<file path="config.mk">
export PLATFORM = sky130hd
export DESIGN_NAME = nibble_palette_unpacker
export DESIGN_NICKNAME = d
export VERILOG_FILES = /design/src/rtl/nibpal_pkg.sv /design/src/rtl/nib_seq.sv /design/src/rtl/nib_palette.sv /design/src/rtl/nib_colour_out.sv /design/src/rtl/nibble_palette_unpacker.sv
export SDC_FILE = /design/constraint.sdc
export NUM_CORES = 1
export LEC_CHECK = 0
export BUFFER_PORTS_ARGS = -buffer_cell sky130_fd_sc_hd__buf_2
export CORE_MARGIN = 5
export CORE_UTILIZATION = 60
export CTS_BUF_LIST = sky130_fd_sc_hd__clkbuf_4
export DETAILED_ROUTE_END_ITERATION = 8
export GPL_TIMING_DRIVEN = 0
export PLACE_DENSITY = 0.83
export SETUP_SLACK_MARGIN = 0.05
export SLEW_MARGIN = 20
export SYNTH_ARGS = -nofsm -noshare
export SYNTH_HDL_FRONTEND = slang
export SYNTH_SLANG_ARGS = --single-unit
</file>
<file path="constraint.sdc">
create_clock -name clk -period 2.3 [get_ports clk]
set_input_delay 0.115 -clock clk [delete_from_list [all_inputs] [get_ports clk]]
set_output_delay 0.115 -clock clk [all_outputs]
set_load 0.02 [all_outputs]
</file>
<file path="src/rtl/nibpal_pkg.sv">
package nibpal_pkg;

  // Which half of the held byte the sequencer presents this cycle.
  typedef enum logic [1:0] {
    PH_IDLE = 2'd0,
    PH_HI   = 2'd1,
    PH_LO   = 2'd2
  } nib_phase_e;

  // Reset grey ramp for 4-bit index / RRGGBBII colour:
  // upper index bits drive all three channels, lower bits drive intensity.
  function automatic logic [7:0] grey_ramp(input logic [3:0] n);
    return {n[3:2], n[3:2], n[3:2], n[1:0]};
  endfunction

endpackage

</file>
<file path="src/rtl/nib_seq.sv">
module nib_seq #(
  parameter int IDX_W = 4,
  localparam int BYTE_W = 2 * IDX_W
) (
  input  logic              clk,
  input  logic              rst,
  input  logic              in_valid,
  input  logic [BYTE_W-1:0] in_byte,
  output logic              in_ready,
  output logic [IDX_W-1:0]  cur_idx,
  output logic              cur_act
);
  import nibpal_pkg::*;

  nib_phase_e        phase_q;
  logic [BYTE_W-1:0] hold_q;
  logic              take;

  // A byte can be taken in idle or while the low half is being used.
  assign in_ready = (phase_q != PH_HI);
  assign take     = in_valid && in_ready;

  always_ff @(posedge clk) begin
    if (rst) begin
      phase_q <= PH_IDLE;
      hold_q  <= '0;
    end else if (take) begin
      hold_q  <= in_byte;
      phase_q <= PH_HI;
    end else if (phase_q == PH_HI) begin
      phase_q <= PH_LO;
    end else begin
      phase_q <= PH_IDLE;
    end
  end

  assign cur_idx = (phase_q == PH_HI) ? hold_q[BYTE_W-1:IDX_W] : hold_q[IDX_W-1:0];
  assign cur_act = (phase_q != PH_IDLE);


  take_then_busy_chk: assert property (@(posedge clk) disable iff (rst)
    take |=> !in_ready);


  high_half_first_chk: assert property (@(posedge clk) disable iff (rst)
    take |=> (cur_idx == $past(in_byte[BYTE_W-1:IDX_W])));


  low_half_second_chk: assert property (@(posedge clk) disable iff (rst)
    take |=> ##1 (cur_idx == $past(in_byte[IDX_W-1:0], 2)));

endmodule

</file>
<file path="src/rtl/nib_palette.sv">
module nib_palette #(
  parameter int IDX_W = 4,
  parameter int COL_W = 8,
  localparam int DEPTH = 1 << IDX_W
) (
  input  logic             clk,
  input  logic             rst,
  input  logic             wr_en,
  input  logic [IDX_W-1:0] wr_idx,
  input  logic [COL_W-1:0] wr_col,
  input  logic [IDX_W-1:0] rd_idx,
  output logic [COL_W-1:0] rd_col
);

  logic [COL_W-1:0] table_q [DEPTH];
  logic             live_q;

  function automatic logic [COL_W-1:0] reset_col(input int n);
    if (IDX_W == 4 && COL_W == 8)
      return COL_W'(nibpal_pkg::grey_ramp(4'(n)));
    else
      return COL_W'(n);
  endfunction

  // Write port: entries reload the ramp on reset, else one write per clock.
  always_ff @(posedge clk) begin
    if (rst) begin
      for (int i = 0; i < DEPTH; i++) table_q[i] <= reset_col(i);
    end else if (wr_en) begin
      table_q[wr_idx] <= wr_col;
    end
  end

  // Registered read, old data on a same-cycle collision.
  always_ff @(posedge clk) begin
    if (rst) rd_col <= '0;
    else     rd_col <= table_q[rd_idx];
  end

  always_ff @(posedge clk) begin
    if (rst) live_q <= 1'b0;
    else     live_q <= 1'b1;
  end


  write_visible_chk: assert property (@(posedge clk) disable iff (rst)
    (live_q && $past(wr_en) && (rd_idx == $past(wr_idx))) |=> (rd_col == $past(wr_col, 2)));

endmodule

</file>
<file path="src/rtl/nib_colour_out.sv">
module nib_colour_out #(
  parameter int COL_W = 8
) (
  input  logic             clk,
  input  logic             rst,
  input  logic [COL_W-1:0] col_in,
  input  logic             act_in,
  input  logic             blank_in,
  output logic [COL_W-1:0] pix_out
);

  logic act_q;
  logic blank_q;

  // Qualifiers are sampled on the same edge as the table read.
  always_ff @(posedge clk) begin
    if (rst) begin
      act_q   <= 1'b0;
      blank_q <= 1'b0;
      pix_out <= '0;
    end else begin
      act_q   <= act_in;
      blank_q <= blank_in;
      pix_out <= (act_q && !blank_q) ? col_in : '0;
    end
  end


  blank_black_chk: assert property (@(posedge clk) disable iff (rst)
    blank_in |=> ##1 (pix_out == '0));


  idle_black_chk: assert property (@(posedge clk) disable iff (rst)
    !act_in |=> ##1 (pix_out == '0));

endmodule

</file>
<file path="src/rtl/nibble_palette_unpacker.sv">
module nibble_palette_unpacker #(
  parameter int IDX_W = 4,
  parameter int COL_W = 8,
  localparam int BYTE_W = 2 * IDX_W
) (
  input  logic              clk,
  input  logic              rst,
  input  logic              byte_valid,
  input  logic [BYTE_W-1:0] byte_data,
  output logic              byte_ready,
  input  logic              blank,
  input  logic              pal_we,
  input  logic [IDX_W-1:0]  pal_idx,
  input  logic [COL_W-1:0]  pal_col,
  output logic [COL_W-1:0]  pix_col
);

  logic [IDX_W-1:0] sel_idx;
  logic             sel_act;
  logic [COL_W-1:0] lut_col;

  nib_seq #(.IDX_W(IDX_W)) u_seq (
    .clk      (clk),
    .rst      (rst),
    .in_valid (byte_valid),
    .in_byte  (byte_data),
    .in_ready (byte_ready),
    .cur_idx  (sel_idx),
    .cur_act  (sel_act)
  );

  nib_palette #(.IDX_W(IDX_W), .COL_W(COL_W)) u_pal (
    .clk    (clk),
    .rst    (rst),
    .wr_en  (pal_we),
    .wr_idx (pal_idx),
    .wr_col (pal_col),
    .rd_idx (sel_idx),
    .rd_col (lut_col)
  );

  nib_colour_out #(.COL_W(COL_W)) u_out (
    .clk      (clk),
    .rst      (rst),
    .col_in   (lut_col),
    .act_in   (sel_act),
    .blank_in (blank),
    .pix_out  (pix_col)
  );

endmodule

</file>
## After elaboration in Yosys (flattened, before gate mapping)

Memories as Yosys holds them, arrays and structs flattened. A register that Yosys moved wholly into a read port is not among the register bits.
Index checks and enable logic that the tools add are counted.

- Output and inout port bits: 9
- Logic and storage cells: 44
- Input bits: 25
- Memories kept: 1
- RAM bits: 128
- Bits in registers: 20

Memories:

| memory | depth | bits a word | rd ports | clocked after Yosys merged registers in | wr ports | RTL line | text |
|---|---|---|---|---|---|---|---|
| u_pal.table_q | 16 | 8 | 1 | 1 | 16 | nib_palette.sv:15 | `logic [COL_W-1:0] table_q [DEPTH];` |

- Bitwise logic cells: 1
- Reduce and logical (&&, ||, !) cells: 7
- Mux-type cells: 27
- Equality and inequality tests: 2

Operator list:

| kind | count |
|---|---|
| 8-bit two-way mux | 17 |
| 4-bit two-way mux | 2 |
| 8-bit OR reduction | 1 |
| 1-bit two-way mux | 7 |
| 2-bit OR reduction | 2 |
| 2-bit by 1-bit == test with 1-bit output (second input constant) | 1 |
| 1-bit logical AND | 2 |
| 2-bit two-way mux | 1 |
| 2-bit by 1-bit inequality test with 1-bit output (second input constant) | 1 |
| 2-bit nonzero test | 1 |
| 1-bit zero test | 1 |
| 1-bit inverter | 1 |

## Logic depth before layout (Yosys ltp)

- Depth in word-level cells: 5
- Depth in mapped cells: 9
- Mapped depth without buffers: 5

## Hierarchy

From an unflattened synthesis, not the netlist that was laid out.

- Cells, all modules: 531
- Area, all modules: 7031.7 µm²

Modules (own cells, without submodules):

| module | cells an instance | instances | sequential area each (µm²) | area an instance (µm²) |
|---|---|---|---|---|
| nib_palette | 463 | 1 | 4003.8 | 6195.9 |
| nib_seq | 48 | 1 | 200.2 | 518.0 |
| nib_colour_out | 20 | 1 | 200.2 | 317.8 |

## Worst setup path before layout

No wires, ideal clock.

- Path kind: register -> register
- Start: reg u_seq.hold_q[0]
- End: reg u_pal.rd_col[0], read port of u_pal.table_q
- Data arrival time: 1512 ps
- Stages on the path, launching flop included: 7
- Clock period less this slack: 1628 ps
- Path slack: 672 ps
- Library setup time: 116 ps
- Required time: 2184 ps
- Path buffers: 2
- Cells stage by stage: dfxtp_1 buf_2 buf_2 mux2_2 a211oi_1 a31oi_1 a31o_1

- Word-level cells in the longest chain between the ends: 1

Ends and longest elaborated chain:

| what | RTL line | text |
|---|---|---|
| start, declared | nib_seq.sv:16 | `logic [BYTE_W-1:0] hold_q;` |
| start signal, assigned | nib_seq.sv:28 | `hold_q <= in_byte;` |
| 4-bit two-way mux | nib_seq.sv:37 | `assign cur_idx = (phase_q == PH_HI) ? hold_q[BYTE_W-1:IDX_W] : hold_q[IDX_W-1:0];` |
| end, declared | nib_palette.sv:12 | `output logic [COL_W-1:0] rd_col` |

Every way passes these cells.
A chain may end at the register's enable or synchronous reset.

==> flow_summary.yaml <==
outcome:
  status: "finished clean"
detailed_routing:
  ant_nets: 0
  wirelength_um: 21000
  wire_per_inst_um: 22.7
  num_vias: 5713
  dr.first_iter.drc_count: 589
  routed_via_density: 6.19
  dr.pass1.iters: 5
  drc_errors: 0
job:
  maxCapViolations: 0
die:
  num_rows: 41
  pin_count: 34
  start_util: 0.610
  die_area_um2: 15100
  fp.coreArea_um2: 12600
  die_w_um: 123
  die_h_um: 123
synth:
  synth_area_leader_cell: "edfxtp_1"
  syn_area_um2: 7660
  synth_seq_cells: 156
  ys_seq_area_frac: 0.575
  syn_area_per_cell_um2: 11.6
  async_flop_share: 0
  synth_fp_nets: 685
  yosys_warnings: 0
  synth.area.top_cells: "edfxtp_1, mux2i_1, dfxtp_1, and2_1, or3_1"
  synth_top_cell_area_share: 0.502
  synth_edf_count: 128
  ys.flop_type: "edfxtp_1"
  synth_cells: 660
  ys_types: 42
clocking:
  numCtsBuffers: 17
  clockBufferDepth: 2
  numClockSinks: 156
  cts.root.buffer_cell: "clkbuf_4"
  cts_tree: "built"
  h-tree-depth: 4
  path_clk_slew_ps: 110
  clk_latency_ps: 600
  cts_setup_buffers: 0
setup_path:
  r2r_end: "u_pal.rd_col[4]$_SDFF_PP0_"
  r2r_start: "u_seq.hold_q[0]$_SDFFE_PP0P_"
  cp.arrival_ps: 2430
  path_class: "in2reg"
  cp_max_fo: 10
  crit_required_ps: 2520
  endpoint_kind: "flip-flop"
  rr_worst_depth: 7
  critPathLaunchType: "primary input"
  r2r_setup_slack_ps: 100
global_routing:
  grt_pass1_wl_um: 31700
  gr-total-overflow: 0
  grt.total_usage: 0.291
  antenna_found_initial: 0
  grt_pass1_vias: 5643
  grt_max_degree: 20
final_layout:
  final_cells: 923
  area_growth_pct: 13.1
  fin_area_um2: 8670
  final_nets: 761
  drive_gt1_frac: 0.170
  nFillCells: 886
timing:
  finalSetupTns_ps: 0
  fmax_mhz: 453
  drv_slew: 0
  setup_viol: 0
  final.period_utilization: 0.960
  fin_crit_ps: 2210
  worst_slew_pin_slew_ps: 954
  clock_skew_ps: 17.7
  rsz0062_at_grt: "true"
  hold_viol: 0
  relSlewSlack: 0.359
placement:
  hpwl_um: 14500
  placed_area_um2: 8040
  gp_congestion: 0.977
  placed_cells: 864
  io_buffers: 32
power:
  vdd_drop_max_mv: 0.360
  leakagePower_nw: 3.13
  powerDensity_nw_per_um2: 675
min_path:
  hold_class: "in2reg"
  hold-path-endpoint: "u_pal.table_q[1][0]$_SDFFCE_PN1P_"
  holdPathStages: 3
  worstHoldStart: "pal_idx[2]"
## through the flow
stage | setup WS (ps) | utilization | power, W | hold WS, ps
2_1_floorplan | 672 | - | 0.00376 | 243
3_3_place_gp | -109 | 0.640 | 0.00398 | 334
3_5_place_dp | -41.5 | 0.640 | 0.00401 | 360
4_1_cts | 71.7 | 0.686 | 0.00582 | 59.8
5_1_grt | 45.6 | 0.689 | 0.00604 | 34.4
6_report | 92.0 | 0.690 | 0.00585 | 66.2
## worst max-delay path by stage
| stage | from | endpoint | cells past startpoint | slack, ps |
|---|---|---|---|---|
| final | rst | u_pal.table_q[15][3]$_SDFFCE_PN1P_ | 5 | 90 |
| after detailed placement | rst | u_pal.table_q[2][5]$_SDFFCE_PN0P_ | 6 | -40 |
| after CTS | rst | u_pal.table_q[2][5]$_SDFFCE_PN0P_ | 7 | 70 |
| after global placement | u_seq.phase_q[1]$_SDFF_PP0_ | u_pal.rd_col[2]$_SDFF_PP0_ | 8 | -110 |
| after floorplan | u_seq.hold_q[0]$_SDFFE_PP0P_ | u_pal.rd_col[0]$_SDFF_PP0_ | 6 | 670 |
| after global routing | rst | u_pal.table_q[0][6]$_SDFFCE_PN0P_ | 7 | 50 |
## power breakdown
part	internal [W]	total [W]	switching, W
Sequential	0.00321	0.00328	0.0000689
Clock	0.000913	0.00184	0.000926
Combinational	0.000273	0.000733	0.000459
## critical path, cell delays in order
cell           delay (ps)
dlygate4sd3_1         520
buf_2                 180
clkbuf_1              560
clkbuf_1              580
o21bai_1              460
## kinds of logic (layout without fill, tap and decap cells)
family / after synthesis / after routing / synth area share
flip-flops: 156 / 156 / 0.575
other: 0 / 2 / 0
AND/OR/NAND/NOR: 281 / 281 / 0.200
AO/OA/AOI/OAI: 83 / 83 / 0.0792
buffers and inverters: 68 / 157 / 0.0472
multiplexers: 72 / 72 / 0.0984
## cell usage in the layout, fill, tap and decap left out, types with 12 or more instances in the layout
| cell | count |
|---|---|
| edfxtp_1 | 128 |
| and2_1 | 72 |
| or3_1 | 61 |
| nand2_1 | 58 |
| mux2i_1 | 58 |
| buf_2 | 44 |
| a211oi_1 | 37 |
| dfxtp_1 | 28 |
| dlygate4sd3_1 | 26 |
| clkbuf_1 | 25 |
| nor2_1 | 25 |
| clkbuf_4 | 22 |
| nand3_1 | 16 |
| inv_1 | 16 |
| or2_2 | 15 |
| nand2b_1 | 13 |
| a31oi_1 | 12 |
## cells in the mapped netlist (9+ instances only)
cell type / instances
or2_2: 15
buf_6: 9
inv_1: 16
or3_1: 61
nand2_1: 58
a31oi_1: 12
nand3_1: 16
dfxtp_1: 28
clkbuf_1: 25
mux2i_1: 59
a21oi_1: 9
a211oi_1: 39
buf_2: 14
nor2_1: 25
nand2b_1: 13
edfxtp_1: 128
and2_1: 72
mux2_2: 10
## final cells by class
type | count | area, µm² | area share
buffer | 51 | 299 | 0.0345
clock inverter | 10 | 148 | 0.0170
timing repair buffer | 58 | 420 | 0.0485
clock buffer | 22 | 165 | 0.0191
sequential | 156 | 4400 | 0.508
tap | 172 | 215 | 0.0248
inverter | 16 | 60.1 | 0.00693
multi-input combinational | 436 | 2950 | 0.341
antenna | 2 | 5.00 | 0.000577
## timing repair
| item | in CTS | in global routing |
|---|---|---|
| endpoints found under the hold margin | 62 | 0 |
| resized for setup | 3 | 7 |
| pin swaps | 0 | 0 |
| endpoints found under the setup margin | 3 | 26 |
| hold buffers | 26 | 0 |
## routing by layer
layer,track usage,up-vias,wire length (µm)
met4,0.140,0,885
met2,0.454,351,9820
met5,0,-,0
met3,0.0833,62,2120
li1,-,2569,-
met1,0.378,2731,8140
## state kept, by name, summed over array words and instances (netlist names)
name           flops
u_seq.hold_q       8
u_seq.phase_q      2
u_out.blank_q      1
u_out.act_q        1
u_pal.rd_col       8
u_out.pix_out      8
u_pal.table_q    128
No activity file was read; power rests on OpenSTA's default activity.
